## src/rtl/codec_ctl_pkg.sv

```systemverilog
package codec_ctl_pkg;

    localparam int DW   = 8;
    localparam int AW   = 4;
    localparam int NREG = 1 << AW;
    localparam int CW   = $clog2(DW);

    typedef enum logic [1:0] {
        ST_CMD   = 2'd0,
        ST_WDATA = 2'd1,
        ST_RDATA = 2'd2
    } port_state_e;

    // Layout of a command byte, MSB first.
    typedef struct packed {
        logic          pwr_up;
        logic [AW-1:0] addr;
        logic          is_read;
        logic          two_byte;
        logic          unused;
    } cmd_t;

    function automatic cmd_t unpack_cmd(input logic [DW-1:0] b);
        return cmd_t'(b);
    endfunction

    function automatic port_state_e next_after_cmd(input cmd_t c);
        if (!c.two_byte)
            return ST_CMD;
        return c.is_read ? ST_RDATA : ST_WDATA;
    endfunction

endpackage

```

## src/rtl/ccp_sync.sv

```systemverilog
module ccp_sync #(
    parameter int               WIDTH   = 3,
    parameter int               STAGES  = 2,
    parameter logic [WIDTH-1:0] RST_VAL = '0
) (
    input  logic             clk,
    input  logic             rst,
    input  logic [WIDTH-1:0] d,
    output logic [WIDTH-1:0] q,
    output logic [WIDTH-1:0] q_prev
);

    logic [WIDTH-1:0] pipe [STAGES];

    generate
        for (genvar g = 0; g < STAGES; g++) begin : g_stage
            if (g == 0) begin : g_first
                always_ff @(posedge clk) begin
                    if (rst) pipe[g] <= RST_VAL;
                    else     pipe[g] <= d;
                end
            end else begin : g_next
                always_ff @(posedge clk) begin
                    if (rst) pipe[g] <= RST_VAL;
                    else     pipe[g] <= pipe[g-1];
                end
            end
        end
    endgenerate

    always_ff @(posedge clk) begin
        if (rst) q_prev <= RST_VAL;
        else     q_prev <= pipe[STAGES-1];
    end

    assign q = pipe[STAGES-1];

endmodule

```

## src/rtl/ccp_shifter.sv

```systemverilog
module ccp_shifter
    import codec_ctl_pkg::*;
(
    input  logic          clk,
    input  logic          rst,
    input  logic          cs_act,
    input  logic          sclk_fall,
    input  logic          din,
    output logic [CW-1:0] bit_idx,
    output logic          byte_done,
    output logic [DW-1:0] byte_val
);

    logic [DW-1:0] sreg;
    logic [CW-1:0] cnt;

    always_ff @(posedge clk) begin
        if (rst) begin
            sreg      <= '0;
            cnt       <= '0;
            byte_done <= 1'b0;
        end else begin
            byte_done <= 1'b0;
            if (!cs_act) begin
                cnt <= '0;
            end else if (sclk_fall) begin
                sreg <= {sreg[DW-2:0], din};
                cnt  <= cnt + 1'b1;
                if (cnt == CW'(DW - 1))
                    byte_done <= 1'b1;
            end
        end
    end

    assign bit_idx  = cnt;
    assign byte_val = sreg;

    AST_DONE_AT_WRAP: assert property (@(posedge clk) disable iff (rst)
        byte_done |-> (bit_idx == '0));
    AST_IDLE_CLEARS: assert property (@(posedge clk) disable iff (rst)
        !cs_act |=> (bit_idx == '0) && !byte_done);

endmodule

```

## src/rtl/ccp_ctrl.sv

```systemverilog
module ccp_ctrl
    import codec_ctl_pkg::*;
(
    input  logic          clk,
    input  logic          rst,
    input  logic          byte_done,
    input  logic [DW-1:0] byte_val,
    output port_state_e   state,
    output logic          power,
    output logic [AW-1:0] cur_addr,
    output logic          wr_en,
    output logic [DW-1:0] wr_data
);

    cmd_t cmd_in;
    assign cmd_in = unpack_cmd(byte_val);

    always_ff @(posedge clk) begin
        if (rst) begin
            state    <= ST_CMD;
            power    <= 1'b0;
            cur_addr <= '0;
        end else if (byte_done) begin
            unique case (state)
                ST_CMD: begin
                    power    <= cmd_in.pwr_up;
                    cur_addr <= cmd_in.addr;
                    state    <= next_after_cmd(cmd_in);
                end
                ST_WDATA, ST_RDATA: state <= ST_CMD;
                default:            state <= ST_CMD;
            endcase
        end
    end

    assign wr_en   = byte_done && (state == ST_WDATA);
    assign wr_data = byte_val;

    AST_WRITE_IN_DATA: assert property (@(posedge clk) disable iff (rst)
        wr_en |-> (state == ST_WDATA));
    AST_POWER_HOLD: assert property (@(posedge clk) disable iff (rst)
        !(byte_done && state == ST_CMD) |=> $stable(power));
    AST_BACK_TO_CMD: assert property (@(posedge clk) disable iff (rst)
        (byte_done && state != ST_CMD) |=> (state == ST_CMD));

endmodule

```

## src/rtl/ccp_regfile.sv

```systemverilog
module ccp_regfile
    import codec_ctl_pkg::*;
(
    input  logic               clk,
    input  logic               rst,
    input  logic               wr_en,
    input  logic [AW-1:0]      addr,
    input  logic [DW-1:0]      wr_data,
    output logic [DW-1:0]      rd_data,
    output logic [NREG*DW-1:0] flat
);

    logic [DW-1:0]   mem [NREG];
    logic [NREG-1:0] we_vec;

    generate
        for (genvar i = 0; i < NREG; i++) begin : g_reg
            assign we_vec[i] = wr_en && (addr == AW'(i));
            always_ff @(posedge clk) begin
                if (rst)            mem[i] <= '0;
                else if (we_vec[i]) mem[i] <= wr_data;
            end
            assign flat[i*DW +: DW] = mem[i];
        end
    endgenerate

    assign rd_data = mem[addr];

    AST_WE_ONEHOT: assert property (@(posedge clk) disable iff (rst)
        $onehot0(we_vec));

endmodule

```

## src/rtl/ccp_txout.sv

```systemverilog
module ccp_txout
    import codec_ctl_pkg::*;
(
    input  logic          clk,
    input  logic          rst,
    input  logic          cs_act,
    input  logic          sclk_rise,
    input  port_state_e   state,
    input  logic [CW-1:0] bit_idx,
    input  logic [DW-1:0] rd_data,
    output logic          sdo
);

    logic [CW-1:0] sel;
    assign sel = CW'(DW - 1) - bit_idx;

    always_ff @(posedge clk) begin
        if (rst || !cs_act)
            sdo <= 1'b0;
        else if (sclk_rise)
            sdo <= (state == ST_RDATA) ? rd_data[sel] : 1'b0;
    end

    AST_SDO_QUIET: assert property (@(posedge clk) disable iff (rst)
        !cs_act |=> !sdo);

endmodule

```

## src/rtl/codec_ctl_port.sv

```systemverilog
module codec_ctl_port
    import codec_ctl_pkg::*;
#(
    parameter int SYNC_STAGES = 2
) (
    input  logic               clk,
    input  logic               rst,
    input  logic               sclk_i,
    input  logic               sdi_i,
    input  logic               csn_i,
    output logic               sdo_o,
    output logic               sdo_oe_o,
    output logic               powered_o,
    output logic [NREG*DW-1:0] regs_o
);

    localparam int NPIN = 3;

    logic [NPIN-1:0] pin_q, pin_qp;
    logic            cs_act, sclk_rise, sclk_fall, din;
    logic [CW-1:0]   bit_idx;
    logic            byte_done;
    logic [DW-1:0]   byte_val;
    port_state_e     state;
    logic [AW-1:0]   cur_addr;
    logic            wr_en;
    logic [DW-1:0]   wr_data, rd_data;

    ccp_sync #(
        .WIDTH  (NPIN),
        .STAGES (SYNC_STAGES),
        .RST_VAL(3'b100)
    ) u_sync (
        .clk   (clk),
        .rst   (rst),
        .d     ({csn_i, sdi_i, sclk_i}),
        .q     (pin_q),
        .q_prev(pin_qp)
    );

    assign cs_act    = ~pin_q[2];
    assign din       =  pin_q[1];
    assign sclk_rise =  pin_q[0] & ~pin_qp[0];
    assign sclk_fall = ~pin_q[0] &  pin_qp[0];

    ccp_shifter u_shift (
        .clk      (clk),
        .rst      (rst),
        .cs_act   (cs_act),
        .sclk_fall(sclk_fall),
        .din      (din),
        .bit_idx  (bit_idx),
        .byte_done(byte_done),
        .byte_val (byte_val)
    );

    ccp_ctrl u_ctrl (
        .clk      (clk),
        .rst      (rst),
        .byte_done(byte_done),
        .byte_val (byte_val),
        .state    (state),
        .power    (powered_o),
        .cur_addr (cur_addr),
        .wr_en    (wr_en),
        .wr_data  (wr_data)
    );

    ccp_regfile u_regs (
        .clk    (clk),
        .rst    (rst),
        .wr_en  (wr_en),
        .addr   (cur_addr),
        .wr_data(wr_data),
        .rd_data(rd_data),
        .flat   (regs_o)
    );

    ccp_txout u_tx (
        .clk      (clk),
        .rst      (rst),
        .cs_act   (cs_act),
        .sclk_rise(sclk_rise),
        .state    (state),
        .bit_idx  (bit_idx),
        .rd_data  (rd_data),
        .sdo      (sdo_o)
    );

    assign sdo_oe_o = ~csn_i;

    AST_READ_NO_WRITE: assert property (@(posedge clk) disable iff (rst)
        (state == ST_RDATA) |-> !wr_en);

endmodule

```

## config.mk

```make
export PLATFORM = sky130hd
export DESIGN_NAME = codec_ctl_port
export DESIGN_NICKNAME = d
export VERILOG_FILES = /design/src/rtl/codec_ctl_pkg.sv /design/src/rtl/ccp_sync.sv /design/src/rtl/ccp_shifter.sv /design/src/rtl/ccp_ctrl.sv /design/src/rtl/ccp_regfile.sv /design/src/rtl/ccp_txout.sv /design/src/rtl/codec_ctl_port.sv
export SDC_FILE = /design/constraint.sdc
export NUM_CORES = 1
export LEC_CHECK = 0
export ABC_AREA = 1
export BUFFER_PORTS_ARGS = -buffer_cell sky130_fd_sc_hd__buf_4
export CAP_MARGIN = 20
export CORE_MARGIN = 2
export CORE_UTILIZATION = 56
export CTS_CLUSTER_DIAMETER = 40
export DETAILED_ROUTE_END_ITERATION = 16
export GPL_TIMING_DRIVEN = 0
export PLACE_DENSITY_LB_ADDON = 0.12
export SYNTH_ARGS = -nofsm -noshare
export SYNTH_HDL_FRONTEND = slang
export SYNTH_HIERARCHICAL = 1
export SYNTH_SLANG_ARGS = --single-unit
```

## constraint.sdc

```tcl
create_clock -name clk -period 2.95 [get_ports clk]
set_input_delay 0.885 -clock clk [delete_from_list [all_inputs] [get_ports clk]]
set_output_delay 0.885 -clock clk [all_outputs]
set_load 0.1 [all_outputs]
```

==> impl_results.rst <==
.. list-table::
   :header-rows: 1

   * - Metric
     - Value
   * - Most used cells in the layout excluding fill and tap cells
     - sky130_fd_sc_hd__nand2_1 (405), sky130_fd_sc_hd__nor2_1 (167), sky130_fd_sc_hd__buf_4 (146), sky130_fd_sc_hd__edfxtp_1 (128), sky130_fd_sc_hd__inv_1 (61)
   * - Area taken by flip-flops and latches
     - 4380 um^2
   * - Final-report max-slew violation count
     - 0
   * - Post-synthesis instance total
     - 897
   * - Clock insertion delay at the later pin of the skew report
     - 420 ps
   * - Clock tree buffer depth
     - 2
   * - Highest-delay cell along the critical path
     - sky130_fd_sc_hd__o21ai_0
   * - Actual slew at the worst max-slew pin
     - 1150 ps
   * - HPWL Detailed
     - 15600 um
   * - Type of the most critical hold path
     - flop to flop
   * - Clk_skew
     - 8.45 ps
   * - Cell-internal power
     - 3860 uW
   * - Most Frequent Cell on Critical Path
     - sky130_fd_sc_hd__inv_1
   * - Total detailed-routing wirelength
     - 21100 um
   * - Synth Warn #
     - 6
   * - Share of total power in combinational logic
     - 17.8%
   * - Max-cap violations
     - 0
   * - Hold-fix buffer count after cts
     - 0
   * - Share of final-layout standard cells stronger than drive strength 1
     - 19.4%
   * - Root buffer selected by CTS
     - sky130_fd_sc_hd__clkbuf_16
   * - Share of the clock period used by the worst path after layout
     - 96.2%
   * - Largest net degree at the start of global routing
     - 17
   * - Detail-routed net length per standard cell
     - 16.9 um
   * - Antenna cell count
     - 0
   * - DRC Markers
     - 0
   * - Via count
     - 6434
   * - Setup TNS Final
     - 0 ps
   * - # resized after CTS
     - 0
   * - Number of nets in the synthesized netlist
     - 904
   * - Maximum net fanout on the critical path
     - 8
   * - Top achievable clock speed
     - 352 MHz
   * - Placed standard-cell area
     - 8660 um^2
   * - Die Outline Area
     - 14200 um^2
   * - Post-CTS setup buffer count
     - 0
   * - Area taken by multi-input logic gates
     - 2540 um^2
   * - Number of global-route vias before repair
     - 5872
   * - Power share of the sequential group
     - 45.2%
   * - Final design instance area without fill
     - 9250 um^2
   * - Combined buffer and inverter count along the critical path
     - 2
   * - Number of cell rows
     - 42
   * - Required time of the worst setup path
     - 2990 ps
   * - Mean instance size in the synthesized netlist
     - 8.27 um^2
   * - Crit path capture type
     - flop
   * - Family with the most delay on the worst path
     - compound AO/OA/AOI/OAI gates
   * - Area grow syn2layout
     - 24.7%
   * - Number of antenna violations at the first check in global routing
     - 0
   * - Run status
     - finished clean
   * - Post-CTS clock slew at the launch and capture registers of the worst setup and hold paths
     - 60 ps
   * - Inserted Clock Buffers
     - 17
   * - Cell breakdown of the critical path
     - nor3b_1 -> inv_1 -> nor3_4 -> inv_1 -> o21ai_0
   * - Number of nets in the layout
     - 1065
   * - Starting utilization of the core area
     - 56.7%
   * - CTS tree
     - done
   * - Setup repair after global routing missed its margin
     - false
   * - Post-DRT Antenna Nets
     - 0
   * - Final setup violation count
     - 0
   * - End-of-flow core utilization
     - 70.7%
   * - Buffers on Ports
     - 135
   * - DIE WIDTH
     - 119 um
   * - Vias per cell
     - 5.16
   * - Portion of total power attributed to the clock network
     - 37.1%
   * - Overall overflow remaining after global route
     - 0
   * - Number of inserted filler cells in the final layout
     - 1056
   * - Final number of hold-violating endpoints
     - 0
   * - H-tree level count
     - 4
   * - Relative max-transition margin
     - 22.6%
   * - Number of top-level pins
     - 136
   * - Wire length of the first global-routing pass
     - 31500 um
   * - Core region area
     - 13100 um^2
   * - Crit path time final
     - 2840 ps
   * - Total Routing Usage GR
     - 30.1%
   * - Net switching fraction of the power
     - 30.9%
   * - Global placement routability congestion
     - 0.984
   * - Detailed-router iteration count before antenna repair
     - 5
   * - Netlist area before placement
     - 7420 um^2
   * - Longest individual stage delay on the worst path
     - 910 ps
   * - Largest voltage drop on the vdd net
     - 0.000436 V
   * - Pleak
     - 0.00402 uW
   * - Category of the most critical setup path
     - flop to flop
   * - Initial detailed-routing violation count
     - 560
   * - Arrival time worst endpoint
     - 2870 ps
   * - Switching Power
     - 1720 uW
   * - Startpoint class of the critical path
     - flop
   * - Most frequent standard cell in the layout excluding fill and tap cells
     - sky130_fd_sc_hd__nand2_1
   * - Die height
     - 119 um
   * - Power Density
     - 604 nW/um^2
   * - Number of sinks handled by clock tree synthesis
     - 155
## metrics by stage
| step | hold WS [ps] | instances | setup WS (ps) | power [uW] |
|---|---|---|---|---|
| floorplan | 386 | 897 | 603 | 3350 |
| global placement | 391 | 1208 | 20.3 | 3550 |
| detailed placement | 398 | 1211 | -40.7 | 3560 |
| CTS | 408 | 1243 | 143 | 5610 |
| global route | 414 | 1247 | 74.4 | 5730 |
| finish | 405 | 1247 | 113 | 5580 |
## layout make-up
type | instances | share of cell area (%)
sequential | 155 | 47.4
multi-input combinational | 629 | 27.4
timing repair buffer | 142 | 11.4
clock buffer | 21 | 4.76
inverter | 66 | 2.68
buffer | 47 | 2.65
tap | 176 | 2.38
clock inverter | 11 | 1.31
## state kept, by name, summed over array words and instances (netlist names)
| name | flops |
|---|---|
| u_regs/mem | 128 |
| u_shift/byte_val | 8 |
| u_sync/pipe | 6 |
| u_ctrl/cur_addr | 4 |
| u_shift/bit_idx | 3 |
| u_ctrl/state | 2 |
| u_ctrl/power | 1 |
| u_shift/byte_done | 1 |
| u_sync/q_prev | 1 |
| u_tx/sdo | 1 |
## power by group through the flow
stage | clock network (uW) | registers [uW] | logic [uW]
after floorplan | 0 | 3230 | 114
after global routing | 2170 | 2530 | 1020
after global placement | 0 | 2570 | 983
after detailed placement | 0 | 2570 | 989
after CTS | 2090 | 2520 | 990
final | 2070 | 2520 | 992
## layer usage
| layer | track usage, % | vias to the layer above | part of all wire, % | wire length, um |
|---|---|---|---|---|
| li1 | - | 3115 | - | - |
| met1 | 39.7 | 2987 | 41 | 8560 |
| met2 | 48.9 | 292 | 48 | 10000 |
| met3 | 6.08 | 38 | 8.6 | 1800 |
| met4 | 12.2 | 2 | 2.9 | 614 |
| met5 | 2.21 | - | 0.19 | 40 |
## final timing paths
path | startpoint | endpoint | slack (ps) | cells past startpoint
worst max-delay path | u_ctrl/state[0] | u_regs/mem[5][3] | 110 | 5
worst min-delay path | u_sync/pipe[0][1] | u_sync/pipe[1][1] | 400 | 2
worst max register to register | u_ctrl/state[0] | u_regs/mem[5][3] | 110 | 5
worst min register to register | u_sync/pipe[0][1] | u_sync/pipe[1][1] | 400 | 2
## worst reg2reg max path, stage by stage (launching register included)
cell and delay [ps]:
sky130_fd_sc_hd__dfxtp_1 520, sky130_fd_sc_hd__nor3b_1 310, sky130_fd_sc_hd__inv_1 200, sky130_fd_sc_hd__nor3_4 350, sky130_fd_sc_hd__inv_1 150, sky130_fd_sc_hd__o21ai_0 910
Power figures use the tool's default switching activity.
